==> src/rtl/ctlrf_pkg.sv <==
package ctlrf_pkg;
  localparam int IDX_W = 6;
  localparam int NSEG  = 8;
  localparam int NLEG  = 4;  // ES, CS, SS, DS: bases ignored in 64-bit mode

  localparam int B_PE   = 0;
  localparam int B_ET   = 4;
  localparam int B_PG   = 31;
  localparam int B_LME  = 8;
  localparam int B_LMA  = 10;
  localparam int B_LONG = 0;
  localparam int B_WIDE = 1;

  localparam logic [31:0] C4_FLUSH_MASK = 32'h0000_00B0;
  localparam logic [31:0] D6_WR_MASK    = 32'h0000_E00F;
  localparam logic [31:0] D7_WR_MASK    = 32'hFFFF_20FF;
  localparam logic [31:0] D6_RESET      = 32'hFFFF_0FF0;
  localparam logic [31:0] D7_RESET      = 32'h0000_0400;

  typedef enum logic [2:0] {
    K_CTL, K_DBG, K_XFEAT, K_CSATTR, K_SEGBASE, K_EFFBASE, K_BAD
  } acc_kind_e;

  typedef struct packed {
    acc_kind_e  kind;
    logic [3:0] sub;
  } acc_dec_t;
endpackage

==> src/rtl/ctlrf_decode.sv <==
module ctlrf_decode
  import ctlrf_pkg::*;
(
  input  logic [IDX_W-1:0] idx,
  input  logic             is_write,
  output acc_dec_t         dec
);
  always_comb begin
    dec.kind = K_BAD;
    dec.sub  = idx[3:0];
    if (idx[5:4] == 2'b00) begin
      case (idx[3:0])
        4'd0, 4'd2, 4'd3, 4'd4, 4'd8: dec.kind = K_CTL;
        default:                       dec.kind = K_BAD;
      endcase
    end else if (idx[5:3] == 3'b010) begin
      dec.kind = K_DBG;
      dec.sub  = {1'b0, idx[2:0]};
      if (idx[2:0] == 3'd4) dec.sub = 4'd6;
      if (idx[2:0] == 3'd5) dec.sub = 4'd7;
    end else if (idx == 6'd24) begin
      dec.kind = K_XFEAT;
    end else if (idx == 6'd25) begin
      dec.kind = K_CSATTR;
    end else if (idx[5:3] == 3'b100) begin
      dec.kind = K_SEGBASE;
      dec.sub  = {1'b0, idx[2:0]};
    end else if (idx[5:3] == 3'b101) begin
      dec.kind = is_write ? K_BAD : K_EFFBASE;
      dec.sub  = {1'b0, idx[2:0]};
    end
  end
endmodule

==> src/rtl/ctlrf_segbank.sv <==
module ctlrf_segbank
  import ctlrf_pkg::*;
#(
  parameter int XLEN = 64
) (
  input  logic                    clk,
  input  logic                    rst_n,
  input  logic                    wr_en,
  input  logic [$clog2(NSEG)-1:0] wr_sel,
  input  logic [XLEN-1:0]         wr_data,
  input  logic                    in64,
  input  logic                    long_set,
  input  logic                    long_clr,
  input  logic [$clog2(NSEG)-1:0] rd_sel,
  output logic [XLEN-1:0]         base_rd,
  output logic [XLEN-1:0]         eff_rd
);
  logic [XLEN-1:0] base_q [NSEG];
  logic [XLEN-1:0] eff_q  [NSEG];

  for (genvar s = 0; s < NSEG; s++) begin : g_seg
    localparam bit LEGACY = (s < NLEG);
    logic hit;
    assign hit = wr_en && (wr_sel == s[$clog2(NSEG)-1:0]);

    always_ff @(posedge clk) begin
      if (!rst_n) begin
        base_q[s] <= '0;
        eff_q[s]  <= '0;
      end else begin
        if (hit) base_q[s] <= wr_data;
        if (LEGACY && long_set)      eff_q[s] <= '0;
        else if (LEGACY && long_clr) eff_q[s] <= base_q[s];
        else if (hit && !(LEGACY && in64)) eff_q[s] <= wr_data;
      end
    end

    if (LEGACY) begin : g_leg_chk
      assert_long_clears_eff_R9: assert property (@(posedge clk) disable iff (!rst_n)
        long_set |=> eff_q[s] == '0);
      assert_in64_keeps_eff_R10: assert property (@(posedge clk) disable iff (!rst_n)
        (hit && in64 && !long_set && !long_clr) |=> $stable(eff_q[s]));
    end else begin : g_sys_chk
      assert_sys_eff_follows_R10: assert property (@(posedge clk) disable iff (!rst_n)
        hit |=> eff_q[s] == base_q[s]);
    end
  end

  assign base_rd = base_q[rd_sel];
  assign eff_rd  = eff_q[rd_sel];
endmodule

==> src/rtl/ctlrf_ctrl.sv <==
module ctlrf_ctrl
  import ctlrf_pkg::*;
#(
  parameter int XLEN = 64
) (
  input  logic            clk,
  input  logic            rst_n,
  input  logic            wr_en,
  input  acc_dec_t        dec,
  input  logic [XLEN-1:0] wdata,
  output logic [XLEN-1:0] rd_data,
  output logic            flush_all_d,
  output logic            flush_ng_d,
  output logic            long_set,
  output logic            long_clr,
  output logic            in64,
  output logic            paging,
  output logic            prot,
  output logic            long_act,
  output logic            cs_long,
  output logic            cs_wide
);
  localparam logic [XLEN-1:0] D6_MASK_X = XLEN'(D6_WR_MASK);
  localparam logic [XLEN-1:0] D7_MASK_X = XLEN'(D7_WR_MASK);
  localparam logic [XLEN-1:0] C4_MASK_X = XLEN'(C4_FLUSH_MASK);

  logic [XLEN-1:0] c0_q, c2_q, c3_q, c4_q, c8_q;
  logic [XLEN-1:0] dbp_q [4];
  logic [XLEN-1:0] d6_q, d7_q, xfeat_q, csattr_q;

  logic wr_ctl, wr_dbg, wr_c0, wr_c3, wr_c4, wr_xf, wr_cs;
  logic pg_toggle;

  assign wr_ctl = wr_en && dec.kind == K_CTL;
  assign wr_dbg = wr_en && dec.kind == K_DBG;
  assign wr_c0  = wr_ctl && dec.sub == 4'd0;
  assign wr_c3  = wr_ctl && dec.sub == 4'd3;
  assign wr_c4  = wr_ctl && dec.sub == 4'd4;
  assign wr_xf  = wr_en && dec.kind == K_XFEAT;
  assign wr_cs  = wr_en && dec.kind == K_CSATTR;

  assign pg_toggle   = wr_c0 && (wdata[B_PG] != c0_q[B_PG]);
  assign flush_all_d = pg_toggle || (wr_c4 && |((wdata ^ c4_q) & C4_MASK_X));
  assign flush_ng_d  = wr_c3;
  assign long_set    = wr_cs && !csattr_q[B_LONG] && wdata[B_LONG];
  assign long_clr    = wr_cs && csattr_q[B_LONG] && !wdata[B_LONG];
  assign in64        = xfeat_q[B_LMA] && csattr_q[B_LONG];

  always_ff @(posedge clk) begin
    if (!rst_n) begin
      c0_q <= '0; c2_q <= '0; c3_q <= '0; c4_q <= '0; c8_q <= '0;
      for (int i = 0; i < 4; i++) dbp_q[i] <= '0;
      d6_q     <= XLEN'(D6_RESET);
      d7_q     <= XLEN'(D7_RESET);
      xfeat_q  <= '0;
      csattr_q <= '0;
    end else begin
      if (wr_ctl) begin
        case (dec.sub)
          4'd0:    c0_q <= wdata | (XLEN'(1) << B_ET);
          4'd2:    c2_q <= wdata;
          4'd3:    c3_q <= wdata;
          4'd4:    c4_q <= wdata;
          default: c8_q <= wdata;
        endcase
      end
      if (wr_dbg) begin
        case (dec.sub)
          4'd6:    d6_q <= (d6_q & ~D6_MASK_X) | (wdata & D6_MASK_X);
          4'd7:    d7_q <= (d7_q & ~D7_MASK_X) | (wdata & D7_MASK_X);
          default: dbp_q[dec.sub[1:0]] <= wdata;
        endcase
      end
      if (wr_xf) xfeat_q <= wdata;
      else if (pg_toggle && xfeat_q[B_LME]) xfeat_q[B_LMA] <= wdata[B_PG];
      if (wr_cs) csattr_q <= wdata;
    end
  end

  always_comb begin
    rd_data = '0;
    case (dec.kind)
      K_CTL: begin
        case (dec.sub)
          4'd0:    rd_data = c0_q;
          4'd2:    rd_data = c2_q;
          4'd3:    rd_data = c3_q;
          4'd4:    rd_data = c4_q;
          default: rd_data = c8_q;
        endcase
      end
      K_DBG: begin
        case (dec.sub)
          4'd6:    rd_data = d6_q;
          4'd7:    rd_data = d7_q;
          default: rd_data = dbp_q[dec.sub[1:0]];
        endcase
      end
      K_XFEAT:  rd_data = xfeat_q;
      K_CSATTR: rd_data = csattr_q;
      default:  rd_data = '0;
    endcase
  end

  assign paging   = c0_q[B_PG];
  assign prot     = c0_q[B_PE];
  assign long_act = xfeat_q[B_LMA];
  assign cs_long  = csattr_q[B_LONG];
  assign cs_wide  = csattr_q[B_WIDE];

  assert_et_forced_R3: assert property (@(posedge clk) disable iff (!rst_n)
    wr_c0 |=> c0_q[B_ET]);
  assert_lma_follows_pg_R2: assert property (@(posedge clk) disable iff (!rst_n)
    (pg_toggle && xfeat_q[B_LME]) |=> xfeat_q[B_LMA] == $past(wdata[B_PG]));
  assert_d6_fixed_bits_R8: assert property (@(posedge clk) disable iff (!rst_n)
    (wr_dbg && dec.sub == 4'd6) |=> (d6_q & ~D6_MASK_X) == $past(d6_q & ~D6_MASK_X));
  assert_d7_fixed_bits_R8: assert property (@(posedge clk) disable iff (!rst_n)
    (wr_dbg && dec.sub == 4'd7) |=> (d7_q & ~D7_MASK_X) == $past(d7_q & ~D7_MASK_X));
endmodule

==> src/rtl/ctlrf_top.sv <==
module ctlrf_top
  import ctlrf_pkg::*;
#(
  parameter int XLEN = 64
) (
  input  logic             clk,
  input  logic             rst_n,
  input  logic             req_valid,
  input  logic             req_write,
  input  logic [IDX_W-1:0] req_idx,
  input  logic [XLEN-1:0]  req_wdata,
  output logic             rsp_valid,
  output logic [XLEN-1:0]  rsp_rdata,
  output logic             acc_err,
  output logic             tlb_flush_all,
  output logic             tlb_flush_nonglobal,
  output logic             mode_paging,
  output logic             mode_protected,
  output logic             mode_long_active,
  output logic             mode_cs_long,
  output logic             mode_cs_wide
);
  localparam int SEL_W = $clog2(NSEG);

  acc_dec_t        dec;
  logic            legal, wr_en, rd_en;
  logic [XLEN-1:0] ctrl_rd, base_rd, eff_rd, rd_mux;
  logic            fa_d, fng_d, long_set, long_clr, in64;

  ctlrf_decode u_dec (
    .idx      (req_idx),
    .is_write (req_write),
    .dec      (dec)
  );

  assign legal = dec.kind != K_BAD;
  assign wr_en = req_valid && req_write && legal;
  assign rd_en = req_valid && !req_write;

  ctlrf_ctrl #(.XLEN(XLEN)) u_ctrl (
    .clk         (clk),
    .rst_n       (rst_n),
    .wr_en       (wr_en),
    .dec         (dec),
    .wdata       (req_wdata),
    .rd_data     (ctrl_rd),
    .flush_all_d (fa_d),
    .flush_ng_d  (fng_d),
    .long_set    (long_set),
    .long_clr    (long_clr),
    .in64        (in64),
    .paging      (mode_paging),
    .prot        (mode_protected),
    .long_act    (mode_long_active),
    .cs_long     (mode_cs_long),
    .cs_wide     (mode_cs_wide)
  );

  ctlrf_segbank #(.XLEN(XLEN)) u_seg (
    .clk      (clk),
    .rst_n    (rst_n),
    .wr_en    (wr_en && dec.kind == K_SEGBASE),
    .wr_sel   (dec.sub[SEL_W-1:0]),
    .wr_data  (req_wdata),
    .in64     (in64),
    .long_set (long_set),
    .long_clr (long_clr),
    .rd_sel   (dec.sub[SEL_W-1:0]),
    .base_rd  (base_rd),
    .eff_rd   (eff_rd)
  );

  always_comb begin
    case (dec.kind)
      K_SEGBASE: rd_mux = base_rd;
      K_EFFBASE: rd_mux = eff_rd;
      default:   rd_mux = ctrl_rd;
    endcase
  end

  always_ff @(posedge clk) begin
    if (!rst_n) begin
      rsp_valid           <= 1'b0;
      rsp_rdata           <= '0;
      acc_err             <= 1'b0;
      tlb_flush_all       <= 1'b0;
      tlb_flush_nonglobal <= 1'b0;
    end else begin
      rsp_valid           <= rd_en;
      rsp_rdata           <= (rd_en && legal) ? rd_mux : '0;
      acc_err             <= req_valid && !legal;
      tlb_flush_all       <= fa_d;
      tlb_flush_nonglobal <= fng_d;
    end
  end

  assert_bad_access_flags_R11: assert property (@(posedge clk) disable iff (!rst_n)
    (req_valid && !legal) |=> acc_err && rsp_rdata == '0);
  assert_read_latency_R12: assert property (@(posedge clk) disable iff (!rst_n)
    rd_en |=> rsp_valid);
  assert_no_rsp_on_write_R12: assert property (@(posedge clk) disable iff (!rst_n)
    !rd_en |=> !rsp_valid);
  assert_flush_ng_on_c3_R5: assert property (@(posedge clk) disable iff (!rst_n)
    (wr_en && dec.kind == K_CTL && dec.sub == 4'd3) |=> tlb_flush_nonglobal);
endmodule

==> config.mk <==
export PLATFORM = sky130hd
export DESIGN_NAME = ctlrf_top
export DESIGN_NICKNAME = d
export VERILOG_FILES = /design/src/rtl/ctlrf_pkg.sv /design/src/rtl/ctlrf_decode.sv /design/src/rtl/ctlrf_segbank.sv /design/src/rtl/ctlrf_ctrl.sv /design/src/rtl/ctlrf_top.sv
export SDC_FILE = /design/constraint.sdc
export NUM_CORES = 2
export LEC_CHECK = 0
export ABC_AREA = 1
export BUFFER_PORTS_ARGS = -buffer_cell sky130_fd_sc_hd__clkbuf_2
export CORE_MARGIN = 2
export CORE_UTILIZATION = 55
export CTS_CLUSTER_SIZE = 30
export DETAILED_ROUTE_END_ITERATION = 8
export PLACE_DENSITY = 0.67
export SETUP_SLACK_MARGIN = 0.2
export SLEW_MARGIN = 40
export SYNTH_ARGS = -nofsm -noshare
export SYNTH_HDL_FRONTEND = slang
export SYNTH_SLANG_ARGS = --single-unit
==> constraint.sdc <==
create_clock -name clk -period 9.72 [get_ports clk]
set_input_delay 2.916 -clock clk [delete_from_list [all_inputs] [get_ports clk]]
set_output_delay 2.916 -clock clk [all_outputs]
set_load 0.02 [all_outputs]
After elaboration in Yosys (flattened, before gate mapping)
Memories as Yosys holds them, arrays and structs flattened.
Cells that the tools add are included.

storage, ports and cells
  bits in registers = 644
  bits in latches = 0
  memory bits (writable) = 1280
  bits in read-only memories = 0
  input bits = 74
  output and inout bits = 73
  memories = 3

memories
  memory        words  bits a word  rd ports  clocked after Yosys merged registers in  write ports  line                 RTL
  u_seg.base_q  8      64           5         0                                        8            ctlrf_segbank.sv:18  logic [XLEN-1:0] base_q [NSEG];
  u_seg.eff_q   8      64           1         0                                        8            ctlrf_segbank.sv:19  logic [XLEN-1:0] eff_q [NSEG];
  u_ctrl.dbp_q  4      64           1         0                                        4            ctlrf_ctrl.sv:28     logic [XLEN-1:0] dbp_q [4];

operators by class
  add/sub/neg operators = 0
  $mul = 0
  div/mod/pow operators = 0
  $lt $le $gt $ge = 0
  equality and inequality tests = 30
  shift-type cells = 0
  muxes and demuxes = 102
  bitwise operators = 28
  reduce and logical (&&, ||, !) cells = 58

operators by type and width
  operator                                                          count
  64-bit two-way mux                                                25
  64-bit one-hot mux with 4 select lines                            2
  64-bit one-hot mux with 2 select lines                            2
  64-bit by 16-bit bitwise OR with 64-bit output                    1
  64-bit by 32-bit bitwise OR with 64-bit output                    1
  64-bit OR reduction                                               1
  1-bit two-way mux                                                 59
  1-bit logical AND                                                 33
  3-bit == test (second input constant)                             10
  1-bit bitwise OR                                                  24
  7-bit two-way mux                                                 3
  3-bit two-way mux                                                 6
  4-bit by 2-bit == test with 1-bit output (second input constant)  4
  4-bit by 3-bit == test with 1-bit output (second input constant)  4
  2-bit AND reduction                                               8
  3-bit by 2-bit == test with 1-bit output (second input constant)  5
  6-bit by 5-bit == test with 1-bit output (second input constant)  2
  4-bit two-way mux                                                 3
  4-bit logical NOT                                                 2
  8-bit XOR                                                         1
  3-bit by 1-bit == test with 1-bit output (second input constant)  2
  3-bit logical NOT                                                 2
  1-bit logical NOT                                                 5
  5-bit OR reduction                                                1
  other kinds (11)                                                  12

Logic depth before layout (Yosys ltp)
  depth after elaboration = 18
  gate-level depth with buffers = 15

Cells and area by module
From an unflattened synthesis, not the netlist that was laid out.

second synthesis, totals
  cells, all modules = 8937
  area, all modules = 73112.6 um2

by module, submodules not included
  module         instances  cells an instance  area each (um2)  sequential area each (um2)
  ctlrf_segbank  1          4234               37584.8          23062.1
  ctlrf_ctrl     1          4153               31859.3          17296.6
  ctlrf_top      1          518                3519.6           1361.3
  ctlrf_decode   1          32                 148.9            0.0

Worst setup path after synthesis
No wires, ideal clock.

  path kind = in2reg
  start point = input req_idx[2]
  end point = memory u_seg.eff_q[5][0], enable pin
  data arrival time = 8421 ps
  slack = 725 ps
  cell stages on the path = 7
  path buffers = 4
  cell sequence = buf_2 -> nand4_4 -> nand2_1 -> buf_2 -> buf_2 -> buf_2 -> o21ai_0

RTL lines
  element             line                 RTL
  start: declaration  ctlrf_top.sv:10      input logic [IDX_W-1:0] req_idx,
  end: declaration    ctlrf_segbank.sv:19

==> flow_summary.yaml <==
global_routing:
  overflow: 0
  grt_pass1_vias: 55082
  grt_max_degree: 190
  grt.total_usage_pct: 33.90
  grt_pass1_wl_mm: 337.9
  grt_antenna_before_repair: 8
setup_path:
  crit_top_cell: "nor2_4"
  critical_path_buf_inv_count: 4
  slowest_delay_ps: 640
  slowest_stage: "buf_4"
  startpoint: "req_idx[2]"
  cp_cell_sequence: "buf_4 -> inv_4 -> nand2_1 -> nor2_4 -> nand2_4 -> nor2_4 -> nand3_1 -> o21ai_2 -> nor2_4 -> nand2_2 -> buf_4 -> nand2_4 -> buf_12"
  path_class: "in -> reg"
  reg2reg_slack_ps: 6620
  startpoint_type: "input pin"
  cp.required_ps: 10280
  cp_max_fo: 49
  rr_worst_depth: 7
  regToRegEndpoint: "u_seg.eff_q[3][46]"
  cp.depth: 13
  endpoint_kind: "flip-flop"
  worstSetupEndpoint: "u_seg.eff_q[3][46]"
  reg2reg_from: "u_ctrl.xfeat_q[10]"
  critical-path-top-delay-family: "simple AND/OR/NAND/NOR gates"
  cp_data_arrival_time_ps: 6740
clock_tree:
  path_clk_slew_ps: 60
  clk_latency_ps: 820
  cts_resized: 0
  htreeDepth: 4
  numClockSinks: 1572
  cts_setup_buffers: 0
  hold_buffers: 0
  clock_path_buffers: 3
  cts_tree: "built"
  clockRootBuffer: "clkbuf_16"
  cts-buffers-inserted: 163
min_path:
  hold_path.class: "reg -> reg"
  holdPathStages: 2
  worstHoldStart: "u_ctrl.d7_q[13]"
die:
  rows: 131
  ios: 147
  die_x_um: 363.4
  initial_core_util_pct: 55.57
  core_um2: 127800
  die_area_um2: 132100
  die_y_um: 363.4
drt:
  ant_nets: 0
  drt-pass1-iter-count: 6
  wire_per_inst_um: 22.95
  num_vias: 58693
  wirelength_mm: 227.3
  via_per_inst: 5.928
  drc: 0
  first_iter_violations: 8345
pwr:
  power_w: 0.01487
  ir_drop_mv: 0.1854
  pwr_density_cell_nw_per_um2: 189.3
  p_leak_nw: 32.21
layout:
  fillerInstances: 10933
  largest_register: "u_seg.base_q"
  largest_reg_flops: 448
  area_delta_synth_final_pct: 10.54
  layout-drive-gt1-share_pct: 9.021
  layout.cells.most_common: "nor2_1"
  seqCellArea_um2: 41720
  reg_top3: "u_seg.base_q (448), u_seg.eff_q (320), u_ctrl.dbp_q (256)"
  multi_input_area_um2: 24340
  nNetsFinal: 8170
  post-route-util_pct: 61.42
  layout_common_cells: "nor2_1 (1632), nand2_1 (1381), edfxtp_1 (1024)"
job:
  max-cap-violations: 0
logic_synthesis:
  avgSynthCellArea_um2: 8.569
  seq_area_frac_synth_pct: 58.73
  syn-num-nets: 8364
  ys_seq_elements: 1572
  synth_cell_types: 36
  ys.flop_type: "edfxtp_1"
  synthArstFlopShare_pct: 0
  ys_warn_count: 0
  syn_area_um2: 71040
  synth_edf_count: 1024
  synthCells: 8290
status:
  status: "finished, final reports clean"
timing:
  slew_violations: 0
  fin_ws_ps: 3537
  skew_ps: 26.12
  clock.fmax_mhz: 161.7
  rsz0062_at_grt: "no"
  setup_tns_ps: 0
  finalHoldViolCount: 0
  period_share_pct: 63.61
  final-setup-viol-count: 0
  worst-slew-pin-transition_ps: 939.4
  fin_hold_ws_ps: 459.5
  relSlewSlack_pct: 37.31
  period_needed_ps: 6183
placed_design:
  numPortBuffers: 146
  post-place-ws_ps: 2833
  dp_hpwl_mm: 129.7
  gp_congestion: 0.9032
## layer usage
layer  part of all wire (%)  track usage, %
met1                     41           47.60
met2                     44           51.17
met3                     13           9.162
met4                    2.7           10.85
met5                  0.027               0
## worst min path at each step
| stage | to | slack (ps) |
|---|---|---|
| 6_report | u_ctrl.d7_q[13] | 460 |
| 5_1_grt | u_ctrl.d6_q[3] | 470 |
| 4_1_cts | u_ctrl.d7_q[1] | 460 |
| 3_5_place_dp | u_ctrl.d6_q[1] | 450 |
| 3_3_place_gp | u_ctrl.d6_q[13] | 440 |
| 2_1_floorplan | u_ctrl.d6_q[0] | 430 |
## power by group
| part | total [W] | internal (W) | switching, W |
|---|---|---|---|
| clock | 0.00642 | 0.00368 | 0.00274 |
| combinational | 0.00106 | 0.000237 | 0.000828 |
| sequential | 0.00738 | 0.00731 | 0.0000679 |
## final cells by class
class | instances | area share, %
sequential | 1572 | 53.13
multi-input combinational | 5370 | 31.00
clock buffer | 222 | 5.747
inverter | 699 | 3.381
timing repair buffer | 290 | 2.906
tap | 1662 | 2.648
clock inverter | 83 | 1.182
antenna | 3 | 0.009560
## metrics by stage
stage          cell area (um2)  std cells
3_5_place_dp             72940       9589
2_1_floorplan            71040       8290
4_1_cts                  78380       9894
5_1_grt                  78520       9898
3_3_place_gp             72650       9579
6_report                 78530       9901
## cells by family after synthesis
group / after synthesis / share of synthesized area [%]
xor gates and xnor gates: 2 / 0.02466
AOI/OAI and AO/OA: 1890 / 13.97
muxes: 47 / 0.6622
buffers and inverters: 1348 / 7.538
and+or+nand+nor: 3431 / 19.07
DFF: 1572 / 58.73
## worst register-to-register path, stage by stage, from the launching register on
cell     delay [ps]
dfxtp_1         510
inv_1           250
o21ai_2         230
nor2_4          130
nand2_2          80
buf_4           640
nand2_4         630
buf_12          380
## cells in the mapped netlist, drive strengths merged (33+ instances only)
cell | number | area (um2)
nand2 | 1404 | 5288
a21oi | 559 | 2798
a22o | 33 | 289.0
edfxtp | 1024 | 30750
buf | 252 | 1241
o21ai | 1115 | 5584
nor2 | 1689 | 6485
nand3 | 295 | 1476
mux2i | 47 | 470.5
inv | 669 | 2511
dfxtp | 548 | 10970
o21bai | 35 | 262.8
clkbuf | 397 | 1490
o22ai | 119 | 744.5
(Power assumes the default switching activity.)
